==> src/rtl/pic_pkg.sv <==
package pic_pkg;
  // Internal rank: smaller is more urgent. Programmable level p maps to p+3.
  typedef logic [9:0] rank_t;

  typedef enum logic [2:0] {
    WK_PRIO   = 3'd0,
    WK_EN     = 3'd1,
    WK_GMASK  = 3'd2,
    WK_FMASK  = 3'd3,
    WK_THRESH = 3'd4
  } cfg_kind_e;

  localparam rank_t RANK_NMI   = 10'd1;
  localparam rank_t RANK_FAULT = 10'd2;
  localparam int    FIXED_SRC  = 2;

  function automatic rank_t prog_rank(input logic [7:0] p);
    return rank_t'(p) + rank_t'(3);
  endfunction

  function automatic logic [7:0] src_to_num(input int s);
    if (s == 0) return 8'd2;
    if (s == 1) return 8'd3;
    return 8'(s + 14);
  endfunction
endpackage

==> src/rtl/pic_cfg.sv <==
module pic_cfg
  import pic_pkg::*;
#(
  parameter int NUM_IRQ   = 8,
  parameter int PRIO_BITS = 3,
  parameter int IDX_W     = 3
) (
  input  logic                                clk,
  input  logic                                rst_n,
  input  logic                                we,
  input  logic [2:0]                          kind,
  input  logic [IDX_W-1:0]                    idx,
  input  logic [7:0]                          data,
  output logic [NUM_IRQ-1:0][PRIO_BITS-1:0]   prio,
  output logic [NUM_IRQ-1:0]                  en,
  output logic                                gmask,
  output logic                                fmask,
  output logic [PRIO_BITS-1:0]                thresh
);
  logic idx_ok;
  assign idx_ok = (int'(idx) < NUM_IRQ);

  always_ff @(posedge clk) begin
    if (!rst_n) begin
      prio   <= '0;
      en     <= '0;
      gmask  <= 1'b0;
      fmask  <= 1'b0;
      thresh <= '0;
    end else if (we) begin
      case (cfg_kind_e'(kind))
        WK_PRIO:   if (idx_ok) prio[idx] <= data[PRIO_BITS-1:0];
        WK_EN:     if (idx_ok) en[idx] <= data[0];
        WK_GMASK:  gmask <= data[0];
        WK_FMASK:  fmask <= data[0];
        WK_THRESH: thresh <= data[PRIO_BITS-1:0];
        default: ;
      endcase
    end
  end
endmodule

==> src/rtl/pic_src_state.sv <==
module pic_src_state #(
  parameter int NSRC = 10
) (
  input  logic            clk,
  input  logic            rst_n,
  input  logic [NSRC-1:0] src_in,
  input  logic [NSRC-1:0] ack_hit,
  input  logic [NSRC-1:0] done_hit,
  output logic [NSRC-1:0] pend,
  output logic [NSRC-1:0] act
);
  logic [NSRC-1:0] src_q;
  logic [NSRC-1:0] rise;

  assign rise = src_in & ~src_q;

  always_ff @(posedge clk) begin
    if (!rst_n) src_q <= '0;
    else        src_q <= src_in;
  end

  for (genvar i = 0; i < NSRC; i++) begin : g_src
    always_ff @(posedge clk) begin
      if (!rst_n) begin
        pend[i] <= 1'b0;
        act[i]  <= 1'b0;
      end else begin
        pend[i] <= (pend[i] & ~ack_hit[i]) | rise[i];
        act[i]  <= (act[i] | ack_hit[i]) & ~done_hit[i];
      end
    end

    assert_edge_pends_R1: assert property (@(posedge clk) disable iff (!rst_n)
      rise[i] |=> pend[i]);
    assert_ack_activates_R11: assert property (@(posedge clk) disable iff (!rst_n)
      (ack_hit[i] && !done_hit[i]) |=> act[i]);
    assert_done_retires_R11: assert property (@(posedge clk) disable iff (!rst_n)
      done_hit[i] |=> !act[i]);
  end
endmodule

==> src/rtl/pic_run_level.sv <==
module pic_run_level
  import pic_pkg::*;
#(
  parameter int NSRC      = 10,
  parameter int PRIO_BITS = 3
) (
  input  logic [NSRC-1:0]        act,
  input  rank_t [NSRC-1:0]       rank,
  input  logic                   gmask,
  input  logic                   fmask,
  input  logic [PRIO_BITS-1:0]   thresh,
  output rank_t                  run_rank
);
  localparam rank_t BASE_RANK = rank_t'((2 ** PRIO_BITS) + 3);

  always_comb begin
    run_rank = BASE_RANK;
    for (int i = 0; i < NSRC; i++)
      if (act[i] && rank[i] < run_rank) run_rank = rank[i];
    if (thresh != '0 && prog_rank(8'(thresh)) < run_rank) run_rank = prog_rank(8'(thresh));
    if (gmask && prog_rank(8'd0) < run_rank) run_rank = prog_rank(8'd0);
    if (fmask && RANK_FAULT < run_rank) run_rank = RANK_FAULT;
  end
endmodule

==> src/rtl/pic_arbiter.sv <==
module pic_arbiter
  import pic_pkg::*;
#(
  parameter int NSRC  = 10,
  parameter int SRC_W = 4
) (
  input  logic [NSRC-1:0]  elig,
  input  rank_t [NSRC-1:0] rank,
  output logic             found,
  output logic [SRC_W-1:0] win_idx,
  output rank_t            win_rank
);
  // Ascending scan with strict compare keeps the lowest index on ties.
  always_comb begin
    found    = 1'b0;
    win_idx  = '0;
    win_rank = '1;
    for (int i = 0; i < NSRC; i++) begin
      if (elig[i] && (!found || rank[i] < win_rank)) begin
        found    = 1'b1;
        win_idx  = SRC_W'(i);
        win_rank = rank[i];
      end
    end
  end
endmodule

==> src/rtl/prio_irq_ctrl.sv <==
module prio_irq_ctrl
  import pic_pkg::*;
#(
  parameter int NUM_IRQ   = 8,
  parameter int PRIO_BITS = 3,
  parameter int IDX_W     = $clog2(NUM_IRQ)
) (
  input  logic               clk,
  input  logic               rst_n,
  input  logic [NUM_IRQ-1:0] irq_line,
  input  logic               nmi_in,
  input  logic               fault_in,
  output logic               req_valid,
  output logic [7:0]         req_num,
  input  logic               req_ack,
  input  logic               done_strobe,
  input  logic [7:0]         done_num,
  input  logic               cfg_we,
  input  logic [2:0]         cfg_kind,
  input  logic [IDX_W-1:0]   cfg_idx,
  input  logic [7:0]         cfg_data
);
  localparam int NSRC  = NUM_IRQ + FIXED_SRC;
  localparam int SRC_W = $clog2(NSRC);

  logic [NUM_IRQ-1:0][PRIO_BITS-1:0] prio;
  logic [NUM_IRQ-1:0]                irq_en;
  logic                              gmask, fmask;
  logic [PRIO_BITS-1:0]              thresh;

  logic [NSRC-1:0]  src_in, pend, act, en_vec, elig, ack_hit, done_hit;
  rank_t [NSRC-1:0] rank;
  rank_t            run_rank, win_rank;
  logic             found;
  logic [SRC_W-1:0] win_idx;

  pic_cfg #(.NUM_IRQ(NUM_IRQ), .PRIO_BITS(PRIO_BITS), .IDX_W(IDX_W)) u_cfg (
    .clk(clk), .rst_n(rst_n), .we(cfg_we), .kind(cfg_kind), .idx(cfg_idx),
    .data(cfg_data), .prio(prio), .en(irq_en), .gmask(gmask), .fmask(fmask),
    .thresh(thresh)
  );

  assign src_in = {irq_line, fault_in, nmi_in};
  assign en_vec = {irq_en, 2'b11};

  for (genvar i = 0; i < NSRC; i++) begin : g_rank
    if (i == 0) begin : g_nmi
      assign rank[i] = RANK_NMI;
    end else if (i == 1) begin : g_fault
      assign rank[i] = RANK_FAULT;
    end else begin : g_line
      assign rank[i] = prog_rank(8'(prio[i-FIXED_SRC]));
    end
  end

  pic_src_state #(.NSRC(NSRC)) u_state (
    .clk(clk), .rst_n(rst_n), .src_in(src_in), .ack_hit(ack_hit),
    .done_hit(done_hit), .pend(pend), .act(act)
  );

  assign elig = pend & ~act & en_vec;

  pic_run_level #(.NSRC(NSRC), .PRIO_BITS(PRIO_BITS)) u_run (
    .act(act), .rank(rank), .gmask(gmask), .fmask(fmask), .thresh(thresh),
    .run_rank(run_rank)
  );

  pic_arbiter #(.NSRC(NSRC), .SRC_W(SRC_W)) u_arb (
    .elig(elig), .rank(rank), .found(found), .win_idx(win_idx), .win_rank(win_rank)
  );

  assign req_valid = found && (win_rank < run_rank);
  assign req_num   = src_to_num(int'(win_idx));

  always_comb begin
    ack_hit = '0;
    if (req_ack && req_valid) ack_hit[win_idx] = 1'b1;
  end

  always_comb begin
    done_hit = '0;
    if (done_strobe) begin
      if (done_num == 8'd2)      done_hit[0] = 1'b1;
      else if (done_num == 8'd3) done_hit[1] = 1'b1;
      else
        for (int i = 0; i < NUM_IRQ; i++)
          if (done_num == 8'(16 + i)) done_hit[i+FIXED_SRC] = 1'b1;
    end
  end

  assert_no_reentry_R6: assert property (@(posedge clk) disable iff (!rst_n)
    req_valid |-> !act[win_idx]);
  assert_gmask_blocks_R7: assert property (@(posedge clk) disable iff (!rst_n)
    (gmask && req_valid) |-> (req_num == 8'd2 || req_num == 8'd3));
  assert_fmask_blocks_R8: assert property (@(posedge clk) disable iff (!rst_n)
    (fmask && req_valid) |-> (req_num == 8'd2));
  assert_thresh_blocks_R9: assert property (@(posedge clk) disable iff (!rst_n)
    (thresh != '0 && req_valid && req_num >= 8'd16) |-> (win_rank < prog_rank(8'(thresh))));
  assert_nmi_taken_R10: assert property (@(posedge clk) disable iff (!rst_n)
    (pend[0] && !act[0]) |-> (req_valid && req_num == 8'd2));
endmodule

==> config.mk <==
export PLATFORM = sky130hd
export DESIGN_NAME = prio_irq_ctrl
export DESIGN_NICKNAME = d
export VERILOG_FILES = /design/src/rtl/pic_pkg.sv /design/src/rtl/pic_cfg.sv /design/src/rtl/pic_src_state.sv /design/src/rtl/pic_run_level.sv /design/src/rtl/pic_arbiter.sv /design/src/rtl/prio_irq_ctrl.sv
export SDC_FILE = /design/constraint.sdc
export NUM_CORES = 1
export LEC_CHECK = 0
export BUFFER_PORTS_ARGS = -buffer_cell sky130_fd_sc_hd__buf_2
export CAP_MARGIN = 20
export CORE_UTILIZATION = 49
export DETAILED_ROUTE_END_ITERATION = 10
export PLACE_DENSITY = 0.64
export SKIP_LAST_GASP = 1
export SLEW_MARGIN = 20
export SYNTH_ARGS = -nofsm -noshare
export SYNTH_HDL_FRONTEND = slang
export SYNTH_HIERARCHICAL = 1
export SYNTH_SLANG_ARGS = --single-unit
==> constraint.sdc <==
create_clock -name clk -period 43.4 [get_ports clk]
set_input_delay 10.85 -clock clk [delete_from_list [all_inputs] [get_ports clk]]
set_output_delay 10.85 -clock clk [all_outputs]
set_load 0.01 [all_outputs]
==> flow_metrics.tcl <==
set metrics [dict create \
    status "finished clean" \
    cellPowerDensity_nw_per_um2 15.6 \
    initial_core_util_pct 50.3 \
    worstHoldStart "u_cfg/en[2]" \
    clk_latency_ns 0.33 \
    cp.required_ns 32.55 \
    areaGrowthSynthToFinish_pct 16.1 \
    period_needed_ns 33.14 \
    grt_usage_pct 24.8 \
    reg2reg_from "u_state/act[0]" \
    fin_nets 2150 \
    ys_warn_count 6 \
    path_clk_slew_ns 0.05 \
    gp_congestion 0.898 \
    synth_top_area_share_pct 17.4 \
    cts_made_buffers 9 \
    critPathLaunchType "flip-flop" \
    ant_nets 0 \
    yosys-top-cells-area "ha_1 (17%), dfxtp_1 (11%), mux2i_1 (6.9%), inv_1 (5.8%), nand2_1 (5.6%)" \
    synth-edff-count 0 \
    grt.overflow.total 0 \
    crit_fanout 18 \
    drt-total-wl_mm 30.0 \
    yosysTopAreaCell "ha_1" \
    antenna_found_initial 0 \
    first_pass_iters 5 \
    cp-startpoint "u_state/act[0]" \
    synth_ff_type "dfxtp_1" \
    cp-end-kind "output port" \
    synth_cell_types 111 \
    wl_per_cell_um 13.2 \
    syn_area_um2 11900 \
    num_vias 11600 \
    power_switching_w 0.0000647 \
    ir_worst_vdd_v 0.0000425 \
    p_leak_nw 6.81 \
    cp_slowest_stage_delay_ns 0.62 \
    synth.avg_cell_area_um2 7.26 \
    cts_buffer_depth 2 \
    grt_first_pass_wirelength_mm 49.5 \
    clock_sinks 67 \
    p_comb_share_pct 28.8 \
    finalCritPeriodShare_pct 76.4 \
    cp_slowest_cell "a21bo_1" \
    die_w_um 158 \
    drv_cap 0 \
    cts_tree "yes" \
    multi_input_area_um2 10800 \
    worst-slew-pin-transition_ns 0.985 \
    grt_max_degree 71 \
    synth-async-reset-ratio_pct 0 \
    setup_ws_ns 10.26 \
    final_common_cell "conb_1" \
    synth_seq_cells 67 \
    netlist_instances 1636 \
    dp_hpwl_mm 25.5 \
    seqPwrFrac_pct 29.6 \
    drive_gt1_share_pct 7.58 \
    die_area_um2 24900 \
    post_cts_resized 0 \
    fin_tns_setup_ns 0 \
    swShare_pct 30.0 \
    ff_latch_area_um2 1340 \
    drt_iter0_drc 539 \
    io_pins 46 \
    grt_pass1_vias 10500 \
    hold_violations 0 \
    fin_skew_ns 0.00372 \
    finalMaxSlewViolations 0 \
    final_cell_mix "conb_1 (312), inv_1 (185), nand2_1 (177), ha_1 (165), nor2_1 (147)" \
    postCtsSetupBuffers 0 \
    cpMostUsedCell "ha_1" \
    h-tree-depth 3 \
    finalSetupViolCount 0 \
    drc_errors 0 \
    row_count 56 \
    hp-class "flip-flop to flip-flop" \
    worst-setup-path-type "flip-flop to output port" \
    die_y_um 158 \
    detail_route.vias_per_cell 5.09 \
    internal_power_w 0.000151 \
    fillers 2347 \
    crit_arrival_ns 22.29 \
    root_buffer "clkbuf_16" \
    coreArea_um2 23600 \
    ys_seq_area_share_pct 11.3 \
    hold_buffers 0 \
    rsz0062_at_grt "false" \
    dp_slack_ns 10.55 \
    p_clk_share_pct 41.6 \
    portBuffers 37 \
    fmax_ghz 0.0302 \
    whs_ns 0.464 \
    slew_headroom_pct 34.3 \
]
==> registers in the layout, indices dropped and copies added, names as in the netlist <==
| signal | flops |
|---|---|
| u_cfg/en | 8 |
| u_state/src_q | 10 |
| u_state/act | 10 |
| u_state/pend | 10 |
| u_cfg/thresh | 3 |
| u_cfg/prio | 24 |
| u_cfg/fmask | 1 |
| u_cfg/gmask | 1 |
==> metal layers <==
layer / routed length (µm) / share of wire (%) / GRT usage, %
met1: 15700 / 52 / 36.1
met2: 12600 / 42 / 39.4
met3: 1440 / 4.8 / 2.85
met4: 193 / 0.64 / 3.47
met5: 0 / 0 / 0
==> power by group through the flow <==
| stage | Sequential, W | Clock (W) | Combinational [W] |
|---|---|---|---|
| 2_1_floorplan | 0.0000649 | 0 | 0.0000470 |
| 3_3_place_gp | 0.0000651 | 0 | 0.0000585 |
| 3_5_place_dp | 0.0000651 | 0 | 0.0000597 |
| 4_1_cts | 0.0000638 | 0.0000916 | 0.0000602 |
| 5_1_grt | 0.0000639 | 0.0000938 | 0.0000723 |
| 6_report | 0.0000638 | 0.0000895 | 0.0000621 |
==> cell families (layout without fill, tap and decap cells) <==
group | after synthesis | after routing | share of synthesized area, %
flip-flops | 67 | 67 | 11.3
buffers and inverters | 236 | 244 | 8.05
adder cells (fa/ha/maj) | 167 | 167 | 17.6
multiplexers | 112 | 112 | 9.85
other | 3 | 313 | 0.0948
AND/OR/NAND/NOR | 619 | 619 | 27.2
XOR/XNOR | 24 | 24 | 1.83
AO/OA/AOI/OAI | 408 | 408 | 24.1
==> cells in the mapped netlist (25+ instances only) <==
master,count
inv_1,185
nand2_1,177
ha_1,165
nor2_1,147
a21oi_1,113
mux2i_1,82
o21ai_0,78
dfxtp_1,67
nor3_1,40
nand3_1,37
nand2b_1,36
nor2b_1,27
clkbuf_1,25
==> path summary, 6_finish.rpt <==
kind | endpoint | cells after the start | slack [ns]
min | u_cfg/en[2] | 2 | 0.46
max reg2reg | u_state/pend[3] | 96 | 21.15
max | req_valid | 95 | 10.26
min reg2reg | u_cfg/en[2] | 2 | 0.46
==> critical path: cells and delay by family, from the launching register on <==
kind                     cells  cell delay [ns]
flip-flops                   1             0.35
adder cells (fa/ha/maj)     12             2.70
AND/OR/NAND/NOR             32             6.62
AO/OA/AOI/OAI               40            10.62
buffers and inverters        8             0.71
multiplexers                 3             0.97
==> cell type report <==
cell class                 count  share of cell area [%]
clock inverter                 6                   0.989
clock buffer                  10                    1.73
timing repair buffer          41                    1.56
inverter                     187                    5.09
multi-input combinational   1642                    78.0
sequential                    67                    9.73
tap                          319                    2.90
antenna                        1                  0.0182
==> through the flow <==
step	power, W	instances	utilization, %	instance area [µm²]
2_1_floorplan	0.000112	1945	-	13000
3_3_place_gp	0.000124	2256	56.8	13400
3_5_place_dp	0.000125	2256	56.8	13400
4_1_cts	0.000216	2272	58.4	13800
5_1_grt	0.000230	2272	58.4	13800
6_report	0.000215	2273	58.4	13800
Power figures use the tool's default switching activity.
